**src/rtl/dvol_pkg.sv**
```systemverilog
package dvol_pkg;

  typedef enum logic [1:0] {
    CHG_NOW     = 2'b00,
    CHG_ZC      = 2'b01,
    CHG_RAMP    = 2'b10,
    CHG_RAMP_ZC = 2'b11
  } chg_mode_e;

  // Linear factor for k dB of attenuation, with 'frac' fractional bits.
  // 58409/65536 approximates one dB down.
  function automatic longint db_factor(int k, int frac);
    longint f;
    f = longint'(1) << frac;
    for (int i = 0; i < k; i++) f = (f * 58409) >> 16;
    return f;
  endfunction

endpackage

```
**src/rtl/dvol_gain_rom.sv**
```systemverilog
module dvol_gain_rom #(
  parameter int ATT_W  = 6,
  parameter int FRAC   = 16,
  parameter int COEF_W = FRAC + 1
) (
  input  logic [ATT_W-1:0]  addr,
  output logic [COEF_W-1:0] coef
);
  localparam int DEPTH = 1 << ATT_W;

  logic [COEF_W-1:0] tbl [DEPTH];

  for (genvar g = 0; g < DEPTH; g++) begin : g_tbl
    assign tbl[g] = COEF_W'(dvol_pkg::db_factor(g, FRAC));
  end

  assign coef = tbl[addr];
endmodule

```
**src/rtl/dvol_scaler.sv**
```systemverilog
module dvol_scaler #(
  parameter int SAMP_W = 24,
  parameter int FRAC   = 16,
  parameter int COEF_W = FRAC + 1
) (
  input  logic              clk,
  input  logic              rst,
  input  logic              in_valid,
  input  logic [SAMP_W-1:0] x,
  input  logic [COEF_W-1:0] coef,
  input  logic              boost,
  input  logic              mute,
  output logic [SAMP_W-1:0] y
);
  localparam int BW = SAMP_W + 4;
  localparam int PW = BW + COEF_W + 1;
  localparam logic signed [PW-1:0] SMAX = {{(PW-SAMP_W+1){1'b0}}, {(SAMP_W-1){1'b1}}};
  localparam logic signed [PW-1:0] SMIN = {{(PW-SAMP_W+1){1'b1}}, {(SAMP_W-1){1'b0}}};

  logic signed [BW-1:0] xe, bx;
  logic signed [PW-1:0] prod, q;
  logic [SAMP_W-1:0]    sat;

  always_comb begin
    xe   = {{(BW-SAMP_W){x[SAMP_W-1]}}, x};
    bx   = boost ? (xe <<< 3) + (xe <<< 1) : xe;
    prod = PW'(bx) * PW'($signed({1'b0, coef}));
    q    = prod >>> FRAC;
    if (q > SMAX)      sat = SMAX[SAMP_W-1:0];
    else if (q < SMIN) sat = SMIN[SAMP_W-1:0];
    else               sat = q[SAMP_W-1:0];
  end

  always_ff @(posedge clk) begin
    if (rst)           y <= '0;
    else if (in_valid) y <= mute ? '0 : sat;
  end


  sign_keep_chk: assert property (@(posedge clk) disable iff (rst)
    (in_valid && !x[SAMP_W-1]) |=> !y[SAMP_W-1]);
endmodule

```
**src/rtl/dvol_gain_ctrl.sv**
```systemverilog
module dvol_gain_ctrl
  import dvol_pkg::*;
#(
  parameter int ATT_W  = 6,
  parameter int ZC_TMO = 16
) (
  input  logic             clk,
  input  logic             rst,
  input  logic             in_valid,
  input  logic             samp_neg,
  input  logic [ATT_W-1:0] tgt,
  input  logic [1:0]       mode,
  input  logic             tick,
  output logic [ATT_W-1:0] applied,
  output logic             busy
);
  localparam int WCW = $clog2(ZC_TMO + 1);

  logic           prev_neg;
  logic [WCW-1:0] wcnt, wnxt;
  logic [ATT_W-1:0] nxt, stepped;
  logic           diff, zc, evt;

  always_comb begin
    diff    = (applied != tgt);
    zc      = (samp_neg != prev_neg);
    evt     = zc || (wcnt == WCW'(ZC_TMO - 1));
    stepped = (applied < tgt) ? applied + 1'b1 : applied - 1'b1;
    nxt     = applied;
    wnxt    = wcnt;
    if (in_valid) begin
      case (mode)
        CHG_NOW: begin
          nxt  = tgt;
          wnxt = '0;
        end
        CHG_ZC: begin
          if (!diff)    wnxt = '0;
          else if (evt) begin nxt = tgt; wnxt = '0; end
          else          wnxt = wcnt + 1'b1;
        end
        CHG_RAMP: begin
          wnxt = '0;
          if (diff && tick) nxt = stepped;
        end
        default: begin
          if (!diff)    wnxt = '0;
          else if (evt) begin nxt = stepped; wnxt = '0; end
          else          wnxt = wcnt + 1'b1;
        end
      endcase
    end
  end

  always_ff @(posedge clk) begin
    if (rst) begin
      applied  <= '0;
      wcnt     <= '0;
      prev_neg <= 1'b0;
      busy     <= 1'b0;
    end else begin
      applied <= nxt;
      wcnt    <= wnxt;
      busy    <= (nxt != tgt);
      if (in_valid) prev_neg <= samp_neg;
    end
  end


  hold_chk: assert property (@(posedge clk) disable iff (rst)
    !in_valid |=> $stable(applied));


  now_apply_chk: assert property (@(posedge clk) disable iff (rst)
    (in_valid && mode == CHG_NOW) |=> applied == $past(tgt));


  zc_wait_chk: assert property (@(posedge clk) disable iff (rst)
    (in_valid && mode == CHG_ZC && !evt) |=> $stable(applied));


  ramp_step_chk: assert property (@(posedge clk) disable iff (rst)
    (in_valid && mode[1]) |=> (applied == $past(applied)) ||
      (applied == $past(applied) + 1'b1) || (applied + 1'b1 == $past(applied)));
endmodule

```
**src/rtl/dvol_stage.sv**
```systemverilog
module dvol_stage #(
  parameter int SAMP_W = 24,
  parameter int ATT_W  = 6,
  parameter int FRAC   = 16,
  parameter int RAMP_N = 4,
  parameter int ZC_TMO = 16
) (
  input  logic              clk,
  input  logic              rst,
  input  logic              in_valid,
  input  logic [SAMP_W-1:0] left_in,
  input  logic [SAMP_W-1:0] right_in,
  input  logic [ATT_W-1:0]  left_att,
  input  logic [ATT_W-1:0]  right_att,
  input  logic              left_mute,
  input  logic              right_mute,
  input  logic              left_boost,
  input  logic              right_boost,
  input  logic [1:0]        chg_mode,
  output logic              out_valid,
  output logic [SAMP_W-1:0] left_out,
  output logic [SAMP_W-1:0] right_out,
  output logic              left_busy,
  output logic              right_busy
);
  localparam int COEF_W = FRAC + 1;
  localparam int TCW    = $clog2(RAMP_N + 1);
  localparam int NCH    = 2;

  logic [TCW-1:0]    tcnt;
  logic              tick;
  logic [SAMP_W-1:0] ch_in   [NCH];
  logic [SAMP_W-1:0] ch_out  [NCH];
  logic [ATT_W-1:0]  ch_tgt  [NCH];
  logic [ATT_W-1:0]  ch_app  [NCH];
  logic [COEF_W-1:0] ch_coef [NCH];
  logic [NCH-1:0]    ch_mute, ch_boost, ch_busy;

  assign ch_in[0]  = left_in;   assign ch_in[1]  = right_in;
  assign ch_tgt[0] = left_att;  assign ch_tgt[1] = right_att;
  assign ch_mute   = {right_mute, left_mute};
  assign ch_boost  = {right_boost, left_boost};
  assign left_out  = ch_out[0];
  assign right_out = ch_out[1];
  assign left_busy  = ch_busy[0];
  assign right_busy = ch_busy[1];

  assign tick = (tcnt == TCW'(RAMP_N - 1));

  always_ff @(posedge clk) begin
    if (rst) begin
      tcnt      <= '0;
      out_valid <= 1'b0;
    end else begin
      out_valid <= in_valid;
      if (in_valid) tcnt <= tick ? '0 : tcnt + 1'b1;
    end
  end

  for (genvar c = 0; c < NCH; c++) begin : g_ch
    dvol_gain_ctrl #(.ATT_W(ATT_W), .ZC_TMO(ZC_TMO)) i_ctrl (
      .clk(clk), .rst(rst), .in_valid(in_valid),
      .samp_neg(ch_in[c][SAMP_W-1]), .tgt(ch_tgt[c]), .mode(chg_mode),
      .tick(tick), .applied(ch_app[c]), .busy(ch_busy[c]));

    dvol_gain_rom #(.ATT_W(ATT_W), .FRAC(FRAC), .COEF_W(COEF_W)) i_rom (
      .addr(ch_app[c]), .coef(ch_coef[c]));

    dvol_scaler #(.SAMP_W(SAMP_W), .FRAC(FRAC), .COEF_W(COEF_W)) i_scl (
      .clk(clk), .rst(rst), .in_valid(in_valid), .x(ch_in[c]),
      .coef(ch_coef[c]), .boost(ch_boost[c]), .mute(ch_mute[c]), .y(ch_out[c]));
  end


  left_mute_chk: assert property (@(posedge clk) disable iff (rst)
    (in_valid && left_mute) |=> left_out == '0);


  right_mute_chk: assert property (@(posedge clk) disable iff (rst)
    (in_valid && right_mute) |=> right_out == '0);
endmodule

```
**config.mk**
```make
export PLATFORM = sky130hd
export DESIGN_NAME = dvol_stage
export DESIGN_NICKNAME = d
export VERILOG_FILES = /design/src/rtl/dvol_pkg.sv /design/src/rtl/dvol_gain_rom.sv /design/src/rtl/dvol_scaler.sv /design/src/rtl/dvol_gain_ctrl.sv /design/src/rtl/dvol_stage.sv
export SDC_FILE = /design/constraint.sdc
export NUM_CORES = 2
export LEC_CHECK = 0
export BUFFER_PORTS_ARGS = -buffer_cell sky130_fd_sc_hd__buf_2
export CORE_UTILIZATION = 43
export CTS_CLUSTER_SIZE = 8
export DETAILED_ROUTE_END_ITERATION = 12
export PLACE_DENSITY = 0.61
export SETUP_SLACK_MARGIN = 0.4
export SYNTH_ARGS = -nofsm -noshare
export SYNTH_HDL_FRONTEND = slang
export SYNTH_SLANG_ARGS = --single-unit
```
**constraint.sdc**
```tcl
create_clock -name clk -period 12.4 [get_ports clk]
set_input_delay 2.48 -clock clk [delete_from_list [all_inputs] [get_ports clk]]
set_output_delay 2.48 -clock clk [all_outputs]
set_load 0.01 [all_outputs]
```
==> flow_metrics.tcl <==
set metrics [dict create \
    slew-limit-headroom_pct 14.4 \
    final_nets 6336 \
    met1_length_mm 50.6 \
    hpwl_mm 99.0 \
    fp.coreArea_um2 95400 \
    synth_edf_count 0 \
    fillers 9514 \
    final_cell_mix "inv_1 (1,163), fa_1 (922), nand2_1 (714)" \
    detail-route-antenna-nets 0 \
    place.gp.congestion 0.928 \
    clkLatencyLatePin_ps 400 \
    synth_seq_cells 78 \
    drc 0 \
    critPathMaxFanout 11 \
    rsz0062_at_grt "true" \
    drive_gt1_share_pct 6.98 \
    grt_util_all_layers_pct 25.9 \
    synth_warnings 0 \
    period_minus_slack_ps 11580 \
    critPathArrivalTime_ps 11910 \
    worstPathRequired_ps 12730 \
    r2r_setup_slack_ps 1980 \
    syn_nets 6311 \
    route.met3.wl_mm 11.7 \
    r2r_start "g_ch[1].i_ctrl.applied[0]" \
    hp-class "reg -> reg" \
    final_common_cell "inv_1" \
    status "finished, final reports clean" \
    max_cap_violations 0 \
    initial_core_util_pct 43.6 \
    cp-start-kind "primary input" \
    via_per_inst 5.33 \
    critical_path.slowest_cell "or4b_1" \
    worstSetupEndpointType "flop" \
    clk_pin_slew_ps 70 \
    rows 113 \
    numCtsBuffers 9 \
    drt_iter0_drc 2343 \
    path_class "in -> reg" \
    area_delta_synth_final_pct 6.61 \
    die_h_um 313 \
    crit_path_max_incr_delay_ps 600 \
    synth_ff_type "dfxtp_1" \
    first_pass_iters 6 \
    syn-cell-area_um2 41600 \
    seq_area_frac_synth_pct 3.76 \
    hold_path_depth 2 \
    hold-path-endpoint "g_ch[0].i_scl.y[11]" \
    grt_start_max_net_pins 69 \
    die_x_um 313 \
    hold_viol 0 \
    io-pin-count 120 \
    overflow 0 \
    wl_met2_mm 55.6 \
    clock_skew_ps 12.7 \
    min_from "g_ch[0].i_scl.y[11]" \
    vias 33600 \
    holdWs_ps 450 \
    grt_pass1_vias 35400 \
    cp_common_cell "fa_1" \
    clock.fmax_mhz 86.4 \
    highest_layer "met5" \
    layout_worst_path_cycle_share_pct 93.4 \
    setup_viol 0 \
    worst_slew_pin_slew_ps 1280 \
    wirelength_mm 122 \
    reg2reg_to "g_ch[1].i_scl.y[1]" \
    finalMaxSlewViolations 0 \
    wl_per_cell_um 19.3 \
    cts.sinks 78 \
    cts_tree "yes" \
    antenna_found_initial 11 \
    syn_avg_cell_area_um2 8.31 \
    yosys.cell_types.count 80 \
    dieArea_um2 97900 \
    clockBufferDepth 2 \
    reg2regPathDepth 28 \
    syn_inst 5001 \
    ctsHtreeMaxLevel 3 \
    port_buffers 119 \
    async_flop_share_pct 0 \
    root_buffer "clkbuf_16" \
    grt_pass1_wl_mm 197 \
]
==> through the flow <==
step	utilization [%]	cell area [µm²]	setup slack, ps	cells	TNS, ps
detailed placement	45.8	43800	-36.9	6272	-424
global placement	45.8	43800	171	6272	0
global route	46.4	44300	397	6297	0
finish	46.4	44300	821	6298	0
CTS	46.2	44000	495	6288	0
floorplan	-	41600	1160	5001	0
==> flip-flops by register name, indices dropped and copies added, names as in the netlist <==
| register | flops |
|---|---|
| g_ch.i_ctrl.wcnt | 10 |
| g_ch.i_ctrl.busy | 2 |
| g_ch.i_ctrl.applied | 12 |
| tcnt | 3 |
| out_valid | 1 |
| g_ch.i_scl.y | 48 |
| g_ch.i_ctrl.prev_neg | 2 |
==> synth_stat cells (all sizes together), types with 45 or more instances <==
library cell  number  area share [%]
dfxtp             78             3.8
ha               319             9.6
clkbuf           175             1.6
inv             1163              11
fa               922              44
and2              63            0.95
xnor2             99             2.1
o21ai            125             1.7
a21o              62             1.1
nand2            714             6.4
a21oi            188             2.3
nand3             45            0.54
nor2             481             4.3
==> worst max-delay path by stage <==
| stage | start | to | cells past startpoint |
|---|---|---|---|
| after floorplan | right_in[0] | g_ch[1].i_scl.y[8] | 36 |
| after global placement | right_in[0] | g_ch[1].i_scl.y[15] | 35 |
| after detailed placement | right_in[0] | g_ch[1].i_scl.y[16] | 35 |
| after CTS | left_in[0] | g_ch[0].i_scl.y[10] | 34 |
| after global routing | right_in[0] | g_ch[1].i_scl.y[4] | 36 |
| final | left_in[1] | g_ch[0].i_scl.y[20] | 34 |
==> cell type report <==
class / instances / area [µm²] / share of cell area [%]
multi-input cells: 3559 / 35200 / 79.4
clock buffers: 10 / 239 / 0.539
well taps: 1265 / 1580 / 3.57
diodes: 2 / 5.00 / 0.0113
flip-flops and latches: 78 / 1570 / 3.53
repair buffers: 213 / 1330 / 2.99
clock inverters: 6 / 52.6 / 0.119
inverters: 1165 / 4370 / 9.87
==> per-layer routing <==
metal,vias to the layer above,global-route usage (%)
met4,14,7.53
met2,1191,41.6
met5,-,0
met1,16900,34.5
met3,212,6.47
li1,15300,-
==> timing repair <==
item,CTS,global route
cloned,0,4
hold buffers,0,0
gates resized for setup,1,32
hold endpoints to repair,0,0
setup buffers,0,4
pin swaps,0,6
setup endpoints to repair,23,46
==> logic make-up after synthesis <==
family / Yosys count / synth area share, %
buffers and inverters: 1368 / 12.4
muxes: 81 / 2.17
xor gates and xnor gates: 131 / 2.76
AOI/OAI and AO/OA: 630 / 10.1
adders and majority gates: 1241 / 54.0
DFF: 78 / 3.76
and+or+nand+nor: 1472 / 14.8
==> worst max-delay path, delay by kind of cell <==
family,cells,cell delay [ps]
and+or+nand+nor,6,1880
adders and majority gates,8,3630
buffers and inverters,6,540
AOI/OAI and AO/OA,14,3370
Power is left out: the tool's default activity adds up to more than one toggle a clock period on the data nets, which glitch-free logic cannot reach.
